## src/rtl/fsplit_pkg.sv

```systemverilog
`timescale 1ns/1ps
package fsplit_pkg;
    localparam int EXP_W  = 8;
    localparam int FRAC_W = 23;
    localparam int OP_W   = 3;
    localparam int WORD_W = 1 + EXP_W + FRAC_W;
    localparam int BIAS   = (1 << (EXP_W - 1)) - 1;
    localparam int SEXP_W = EXP_W + 2;
    localparam logic [EXP_W-1:0] EXP_ALL1 = '1;

    typedef enum logic [OP_W-1:0] {
        OP_RCP_MANT  = 0,
        OP_SQRT_MANT = 1,
        OP_RCP_EXP   = 2,
        OP_SQRT_EXP  = 3,
        OP_RSQ_EXP   = 4
    } op_e;

    typedef enum logic [1:0] {
        CLS_ZERO    = 2'd0,
        CLS_NORM    = 2'd1,
        CLS_SPECIAL = 2'd2
    } cls_e;

    typedef struct packed {
        logic                     sign;
        cls_e                     cls;
        logic signed [SEXP_W-1:0] uexp;
        logic [FRAC_W-1:0]        frac;
        logic [WORD_W-1:0]        raw;
    } fields_t;

    // Arithmetic halving: rounds toward negative infinity.
    function automatic logic signed [SEXP_W-1:0] floor_half(input logic signed [SEXP_W-1:0] e);
        return e >>> 1;
    endfunction

    function automatic logic [WORD_W-1:0] sext_word(input logic signed [SEXP_W-1:0] v);
        return {{(WORD_W-SEXP_W){v[SEXP_W-1]}}, v};
    endfunction
endpackage

```

## src/rtl/fsplit_classify.sv

```systemverilog
`timescale 1ns/1ps
module fsplit_classify
    import fsplit_pkg::*;
(
    input  logic [WORD_W-1:0] word,
    output fields_t           f
);
    logic [EXP_W-1:0]  efld;
    logic [FRAC_W-1:0] ffld;

    assign efld = word[WORD_W-2 -: EXP_W];
    assign ffld = word[FRAC_W-1:0];

    always_comb begin
        f.sign = word[WORD_W-1];
        f.raw  = word;
        // Subnormals fold into the zero class: fraction is discarded.
        if (efld == '0) begin
            f.cls  = CLS_ZERO;
            f.frac = '0;
        end else if (efld == EXP_ALL1) begin
            f.cls  = CLS_SPECIAL;
            f.frac = ffld;
        end else begin
            f.cls  = CLS_NORM;
            f.frac = ffld;
        end
        f.uexp = $signed(SEXP_W'(efld)) - $signed(SEXP_W'(BIAS));
    end
endmodule

```

## src/rtl/fsplit_mant.sv

```systemverilog
`timescale 1ns/1ps
module fsplit_mant
    import fsplit_pkg::*;
(
    input  fields_t           f,
    input  logic              sqrt_mode,
    output logic [WORD_W-1:0] mant
);
    localparam logic [EXP_W-1:0] FLD_HALF    = EXP_W'(BIAS - 1);
    localparam logic [EXP_W-1:0] FLD_QUARTER = EXP_W'(BIAS - 2);

    logic [EXP_W-1:0] new_fld;

    // Even exponent in root mode takes an extra factor of 1/2 so the
    // remaining exponent stays even.
    assign new_fld = (sqrt_mode && !f.uexp[0]) ? FLD_QUARTER : FLD_HALF;

    always_comb begin
        unique case (f.cls)
            CLS_NORM:    mant = {f.sign, new_fld, f.frac};
            CLS_SPECIAL: mant = f.raw;
            default:     mant = {f.sign, {(WORD_W-1){1'b0}}};
        endcase
    end
endmodule

```

## src/rtl/fsplit_expo.sv

```systemverilog
`timescale 1ns/1ps
module fsplit_expo
    import fsplit_pkg::*;
(
    input  fields_t           f,
    input  logic [OP_W-1:0]   op,
    output logic [WORD_W-1:0] ival
);
    localparam logic signed [SEXP_W-1:0] ONE = $signed(SEXP_W'(1));

    logic signed [SEXP_W-1:0] half;
    logic signed [SEXP_W-1:0] term;

    assign half = floor_half(f.uexp);

    always_comb begin
        case (op)
            OP_RCP_EXP:  term = -f.uexp - ONE;
            OP_SQRT_EXP: term = half + ONE;
            OP_RSQ_EXP:  term = -half - ONE;
            default:     term = '0;
        endcase
        ival = (f.cls == CLS_NORM) ? sext_word(term) : '0;
    end
endmodule

```

## src/rtl/fsplit_unit.sv

```systemverilog
`timescale 1ns/1ps
module fsplit_unit
    import fsplit_pkg::*;
(
    input  logic              clk,
    input  logic              rst,
    input  logic              in_valid,
    input  logic [OP_W-1:0]   op_sel,
    input  logic [WORD_W-1:0] operand,
    output logic              out_valid,
    output logic [WORD_W-1:0] result
);
    fields_t           flds;
    logic [WORD_W-1:0] mant_w;
    logic [WORD_W-1:0] expo_w;
    logic [WORD_W-1:0] next_w;
    logic              is_mant;
    logic              is_expo;
    logic              sqrt_mode;

    assign is_mant   = (op_sel == OP_RCP_MANT) || (op_sel == OP_SQRT_MANT);
    assign is_expo   = (op_sel == OP_RCP_EXP) || (op_sel == OP_SQRT_EXP) ||
                       (op_sel == OP_RSQ_EXP);
    assign sqrt_mode = (op_sel == OP_SQRT_MANT);

    fsplit_classify u_cls  (.word(operand), .f(flds));
    fsplit_mant     u_mant (.f(flds), .sqrt_mode(sqrt_mode), .mant(mant_w));
    fsplit_expo     u_expo (.f(flds), .op(op_sel), .ival(expo_w));

    always_comb begin
        if (is_mant)      next_w = mant_w;
        else if (is_expo) next_w = expo_w;
        else              next_w = '0;
    end

    always_ff @(posedge clk) begin
        if (rst) begin
            out_valid <= 1'b0;
            result    <= '0;
        end else begin
            out_valid <= in_valid;
            if (in_valid) result <= next_w;
        end
    end


    vld_follow_chk: assert property (@(posedge clk) disable iff (rst)
        in_valid |=> out_valid);

    vld_drop_chk: assert property (@(posedge clk) disable iff (rst)
        !in_valid |=> (!out_valid && $stable(result)));

    expo_special_zero_chk: assert property (@(posedge clk) disable iff (rst)
        (in_valid && is_expo && flds.cls != CLS_NORM) |=> (result == '0));

    mant_sign_keep_chk: assert property (@(posedge clk) disable iff (rst)
        (in_valid && is_mant) |=> (result[WORD_W-1] == $past(operand[WORD_W-1])));

    unused_code_chk: assert property (@(posedge clk) disable iff (rst)
        (in_valid && !is_mant && !is_expo) |=> (result == '0));

    sqrt_even_fld_chk: assert property (@(posedge clk) disable iff (rst)
        (in_valid && sqrt_mode && flds.cls == CLS_NORM && !flds.uexp[0]) |=>
        (result[WORD_W-2 -: EXP_W] == EXP_W'(BIAS - 2)));

    sqrt_exp_range_chk: assert property (@(posedge clk) disable iff (rst)
        (in_valid && op_sel == OP_SQRT_EXP) |=>
        ($signed(result) >= -63 && $signed(result) <= 64));
endmodule

```

## config.mk

```make
export PLATFORM = sky130hd
export DESIGN_NAME = fsplit_unit
export DESIGN_NICKNAME = d
export VERILOG_FILES = /design/src/rtl/fsplit_pkg.sv /design/src/rtl/fsplit_classify.sv /design/src/rtl/fsplit_mant.sv /design/src/rtl/fsplit_expo.sv /design/src/rtl/fsplit_unit.sv
export SDC_FILE = /design/constraint.sdc
export NUM_CORES = 1
export LEC_CHECK = 0
export CAP_MARGIN = 20
export CORE_ASPECT_RATIO = 1.75
export CORE_UTILIZATION = 41
export CTS_CLUSTER_SIZE = 12
export DETAILED_ROUTE_END_ITERATION = 6
export PLACE_DENSITY = 0.85
export SETUP_SLACK_MARGIN = 0.3
export SYNTH_ARGS = -nofsm -noshare
export SYNTH_HDL_FRONTEND = slang
export SYNTH_SLANG_ARGS = --single-unit
```

## constraint.sdc

```tcl
create_clock -name clk -period 2.68 [get_ports clk]
set_input_delay 0.804 -clock clk [delete_from_list [all_inputs] [get_ports clk]]
set_output_delay 0.804 -clock clk [all_outputs]
set_load 0.01 [all_outputs]
```

# Yosys cells after proc, flatten, opt, wreduce, memory -nomap -nowiden
# Index checks and enable logic that the tools add are counted.
op_classes:
  n_reduce_logical: 7
  mux: 9
  n_addsub: 6
  n_eq_ne: 7
ops:
  columns: ["cell", "n"]
  rows:
  - ["$mux 32", 3]
  - ["$pmux 31 s2", 1]
  - ["$pmux 10 s3", 1]
  - ["$mux 23", 1]
  - ["$sub 10x2->10 const B", 2]
  - ["$neg 8->10", 1]
  - ["$neg 9->10", 1]
  - ["$add 8x2->9 const B", 1]
  - ["$sub 8x7->9 const B", 1]
  - ["$eq 8x8->1 const B", 1]
  - ["$logic_not 8->1", 1]
  - ["$eq 3x2->1 const B", 2]
  - ["$mux 2", 3]
  - ["$eq 3x1->1 const B", 1]
  - ["$eq 3x3->1 const B", 1]
  - ["$logic_not 3->1", 1]
  - ["$logic_or 1x1->1", 3]
  - ["$eq 2x1->1 const B", 1]
  - ["$eq 2x2->1 const B", 1]
  - ["$logic_and 1x1->1", 1]
  - ["$logic_not 1->1", 1]
totals:
  regBits: 33
  input_bits: 38
  output_inout_bits: 33
  wordCells: 31

# Longest topological paths before layout
depth:
  ltp_word: 7
  ltp_mapped: 10
  ltp_nobuf: 7

# Modules after synthesis
# From an unflattened synthesis, not the netlist that was laid out.
hier_totals:
  hier_cells: 474
  hier_area_um2: 3814.9
by_module_without_submodules:
  columns: ["module", "cells_each", "area_per_inst_um2", "instances", "seq_area_each_um2"]
  rows:
  - ["fsplit_unit", 217, 1958.1, 1, 660.6]
  - ["fsplit_classify", 85, 648.1, 1, 0.0]
  - ["fsplit_expo", 91, 636.9, 1, 0.0]
  - ["fsplit_mant", 81, 571.8, 1, 0.0]

# Worst setup path after synthesis
# Ideal clock, no wire load.
synth_timing:
  path_type: "input to register"
  startpoint: "input port operand[23]"
  endpoint: "register result[14]"
  n_path_buf: 3
  setup_slack_ns: -0.085
  stages: 10
  t_required_ns: 2.599
  arrival_time_ns: 2.685
  path_cell_list: "ha_1 -> buf_4 -> xor2_1 -> ha_1 -> and4b_1 -> a311o_1 -> and2_1 -> buf_6 -> buf_6 -> a211oi_2"
synth_between:
  elab_chain_len: 7
  word_cells_on_any_way: 18
synth_rtl:
  columns: ["element", "line", "text"]
  rows:
  - ["start: declaration", "fsplit_unit.sv:9", "input logic [WORD_W-1:0] operand,"]
  - ["$sub 8x7->9 / $eq 8x8->1 (equally long branches)", "fsplit_classify.sv:28, fsplit_classify.sv:21", null]
  - ["$neg 9->10 (tied with other cells)", "fsplit_expo.sv:18", "OP_RCP_EXP: term = -f.uexp - ONE;"]
  - ["$sub 10x2->10 (tied with other cells)", "fsplit_expo.sv:18", null]
  - ["$pmux 10 s3 / $eq 2x1->1 (equally long branches)", "fsplit_expo.sv:17, fsplit_mant.sv:19, fsplit_expo.sv:23", null]
  - ["$mux 32", "fsplit_expo.sv:23", "ival = (f.cls == CLS_NORM) ? sext_word(term) : '0;"]
  - ["$mux 32", "fsplit_unit.sv:32", "else if (is_expo) next_w = expo_w;"]
  - ["$mux 32 *", "fsplit_unit.sv:31", "if (is_mant) next_w = mant_w;"]
  - ["end signal: assignment", "fsplit_unit.sv:42", "if (in_valid) result <= next_w;"]
  - ["end: declaration", "fsplit_unit.sv:11", "output logic [WORD_W-1:0] result"]
# Every way passes the cells marked *; elsewhere a longest branch is shown, timed or not.
# A chain may end at the register's enable or synchronous reset.

# Worst setup path after layout
layout_timing:
  startpoint: "input port operand[28]"
  endpoint: "register result[7]"
# The elaborated chain is that of the path after synthesis.

==> impl_metrics.xml <==
<?xml version="1.0" encoding="UTF-8"?>
<metrics>
  <group name="outcome">
    <metric name="run_status" unit="">completed</metric>
  </group>
  <group name="synthesis">
    <metric name="ys.warnings.count" unit="">0</metric>
    <metric name="post_synth.cell_area_avg" unit="um2">8.08</metric>
    <metric name="ys_ff_latch" unit="">33</metric>
    <metric name="synth_top_area_share" unit="%">33.1</metric>
    <metric name="mappedNetlistArea" unit="um2">2000</metric>
    <metric name="synth_seq_area_share" unit="%">33.1</metric>
    <metric name="post_synth_most_frequent_cells" unit="">36 x nor2_1, 33 x dfxtp_1, 29 x nand2_1</metric>
    <metric name="asyncSetResetFlopFracSynth" unit="%">0</metric>
    <metric name="yosys-top-cells-area" unit="">dfxtp_1 33%, nor2_1 6.8%, a211oi_2 6.3%, nand2_1 5.5%, a211oi_1 4.1%</metric>
    <metric name="synth_edf_count" unit="">0</metric>
    <metric name="ys_dominant_reg_cell" unit="">dfxtp_1</metric>
    <metric name="yosysMostFrequentCell" unit="">nor2_1</metric>
    <metric name="synth_top_cell_by_area" unit="">dfxtp_1</metric>
    <metric name="netlist_instances" unit="">247</metric>
    <metric name="post_synth_num_cell_types" unit="">53</metric>
    <metric name="syn_nets" unit="">288</metric>
  </group>
  <group name="worst_setup_path">
    <metric name="timing.critical_path.slowest_stage_cell" unit="">dlygate4sd2_1</metric>
    <metric name="critical_path.startpoint" unit="">operand[28]</metric>
    <metric name="setup.worst_path.class" unit="">input port to register</metric>
    <metric name="path_max_fanout" unit="">6</metric>
    <metric name="timing.critical_path.required" unit="ns">2.81</metric>
    <metric name="most_frequent_cell_on_the_critical_path" unit="">buf_4</metric>
    <metric name="cp-end-kind" unit="">register</metric>
    <metric name="crit_chain" unit="">dlygate4sd2_1 -&gt; and3_1 -&gt; buf_4 -&gt; nand3_1 -&gt; buf_4 -&gt; xnor2_1 -&gt; nand2_1 -&gt; o2111ai_1 -&gt; a41oi_1</metric>
    <metric name="worstSetupStartpointType" unit="">input port</metric>
    <metric name="slowest_delay" unit="ns">0.34</metric>
    <metric name="worst-endpoint-arrival" unit="ns">2.50</metric>
    <metric name="worstReg2RegStart" unit="">result[5]</metric>
  </group>
  <group name="routing">
    <metric name="met1Wirelength" unit="um">2340</metric>
    <metric name="drt_first_iter_violations" unit="">44</metric>
    <metric name="final_antenna_net_count" unit="">0</metric>
    <metric name="detailroute.via_count" unit="">2393</metric>
    <metric name="met3WireLength" unit="um">355</metric>
    <metric name="vias_per_cell" unit="">5.75</metric>
    <metric name="drt-wirelength-per-cell" unit="um">17.1</metric>
    <metric name="met2_wirelength" unit="um">4010</metric>
    <metric name="dr.pass1.iters" unit="">4</metric>
    <metric name="wirelength_routed" unit="um">7130</metric>
    <metric name="remaining_drcs" unit="">0</metric>
    <metric name="topRoutingLayerUsed" unit="">met4</metric>
  </group>
  <group name="sta">
    <metric name="setup_viol" unit="">0</metric>
    <metric name="maxSlewViolCount" unit="">0</metric>
    <metric name="layout_setup_ws" unit="ns">0.314</metric>
    <metric name="min_hold_slack" unit="ns">0.455</metric>
    <metric name="finClkSkew" unit="ns">0</metric>
    <metric name="slew-limit-headroom" unit="%">74.4</metric>
    <metric name="max_freq" unit="MHz">423</metric>
    <metric name="post-route-period-util" unit="%">88.3</metric>
    <metric name="period_minus_slack" unit="ns">2.37</metric>
    <metric name="worst_slew_pin_slew" unit="ns">0.385</metric>
    <metric name="unrepaired_setup_endpoints_after_global_routing" unit="">no</metric>
    <metric name="setup-tns-final" unit="ns">0</metric>
    <metric name="hold_violations" unit="">0</metric>
  </group>
  <group name="global_route">
    <metric name="first_global_vias" unit="">2436</metric>
    <metric name="grt_max_degree" unit="">25</metric>
    <metric name="antenna_violations_before_repair" unit="">0</metric>
    <metric name="globalRouteOverflowTotal" unit="">0</metric>
    <metric name="gr-usage-all-layers" unit="%">27.9</metric>
    <metric name="wire_length_of_the_first_global_routing_pass" unit="um">10400</metric>
  </group>
  <group name="worst_hold_path">
    <metric name="hold_path.class" unit="">register to register</metric>
    <metric name="worst_hold_startpoint" unit="">result[28]</metric>
  </group>
  <group name="place">
    <metric name="dp_slack" unit="ns">-0.452</metric>
    <metric name="hpwl" unit="um">4880</metric>
    <metric name="port_buffers" unit="">70</metric>
    <metric name="globalplace.congestion" unit="">0.865</metric>
    <metric name="placement_cell_area" unit="um2">3080</metric>
    <metric name="placed_cells" unit="">400</metric>
  </group>
  <group name="clock_network">
    <metric name="clkSinkCount" unit="">33</metric>
    <metric name="cts_tree" unit="">done</metric>
    <metric name="clock_tree.buffer_depth" unit="">2</metric>
    <metric name="clk_pin_slew" unit="ns">0.07</metric>
    <metric name="cts_max_level" unit="">2</metric>
    <metric name="post_cts_hold_buffer_count" unit="">0</metric>
    <metric name="cts_buffers" unit="">5</metric>
    <metric name="clockRootBuffer" unit="">clkbuf_8</metric>
    <metric name="clock_latency" unit="ns">0.29</metric>
  </group>
  <group name="final_layout">
    <metric name="post-route-util" unit="%">71.4</metric>
    <metric name="drive_gt1_share" unit="%">29.1</metric>
    <metric name="design.final.nets" unit="">404</metric>
    <metric name="antennaDiodeCount" unit="">0</metric>
    <metric name="area_delta_synth_final" unit="%">66.9</metric>
    <metric name="final_area" unit="um2">3330</metric>
    <metric name="stdcell_count" unit="">416</metric>
  </group>
  <group name="die">
    <metric name="initial_core_util" unit="%">42.8</metric>
    <metric name="die-width" unit="um">54.8</metric>
    <metric name="core.rowCount" unit="">33</metric>
    <metric name="floorplan.die.height" unit="um">94.3</metric>
    <metric name="die_area" unit="um2">5160</metric>
    <metric name="placeableCoreArea" unit="um2">4670</metric>
    <metric name="i_o_pins" unit="">71</metric>
  </group>
  <group name="power">
    <metric name="power.density" unit="nW/um2">423</metric>
    <metric name="power.ir.vdd_worst" unit="V">0.000551</metric>
    <metric name="fin_total_pwr" unit="mW">1.41</metric>
    <metric name="cellLeakagePower" unit="nW">1.31</metric>
  </group>
  <group name="flow_run">
    <metric name="max_cap_violations" unit="">0</metric>
  </group>
</metrics>
## flip-flops by register name, summed over array words and instances, names as in the netlist
| name | flops |
|---|---|
| result | 32 |
| out_valid | 1 |
## worst max-delay path: cells and delay by family
family                    cells  cell delay [ns]
buffers and inverters         3             0.62
AOI/OAI and AO/OA             2             0.47
xor gates and xnor gates      1             0.17
and+or+nand+nor               3             0.43
## layer usage
layer,vias to the layer above,GRT usage [%]
met5,-,0
met1,1119,23.0
met4,0,19.9
met3,38,4.37
li1,1125,-
met2,111,53.5
## area by class of cell
class                           instances  area (um2)
Fill cell                             345        1330
Multi-Input combinational cell        185        1320
Timing Repair Buffer                  130        1160
Sequential cell                        33         661
Clock buffer                            7        96.3
Tap cell                               52        65.1
Inverter                                8        30.0
Clock inverter                          1        5.00
## logic make-up (layout without fill, tap and decap cells)
| family | count (synthesis) | after routing | synth area share [%] |
|---|---|---|---|
| AOI/OAI and AO/OA | 70 | 70 | 28.3 |
| xor gates and xnor gates | 11 | 11 | 4.82 |
| adders and majority gates | 3 | 3 | 1.88 |
| buffers and inverters | 29 | 146 | 6.83 |
| DFF | 33 | 33 | 33.1 |
| muxes | 2 | 2 | 1.00 |
| and+or+nand+nor | 99 | 99 | 24.1 |
## where the power goes
group | internal (mW) | total (mW) | leakage, nW | switching (mW)
sequential | 0.526 | 0.546 | 0.273 | 0.0198
clock | 0.232 | 0.428 | 0.0542 | 0.195
combinational | 0.237 | 0.437 | 0.985 | 0.200
## path summary, 6_finish.rpt
kind,end,slack [ns],cells past startpoint
setup / recovery,result[7],0.31,9
hold / removal,result[28],0.45,1
setup reg to reg,result[5],1.68,3
hold reg to reg,result[28],0.45,1
## timing repair
action | 4_1_cts | 5_1_grt
pin swaps | 9 | 6
endpoints found under the setup margin | 32 | 31
setup buffers | 5 | 2
gates cloned | 1 | 0
resized for setup | 32 | 14
## cells in the final DEF, fill, tap and decap left out, types with 7 or more instances in the layout
| master | count |
|---|---|
| clkdlybuf4s50_1 | 59 |
| clkbuf_8 | 7 |
| xnor2_1 | 7 |
| buf_4 | 56 |
| nand2_1 | 29 |
| dfxtp_1 | 33 |
| nor2_1 | 36 |
| inv_1 | 7 |
| a211oi_2 | 16 |
(Power assumes the default switching activity.)
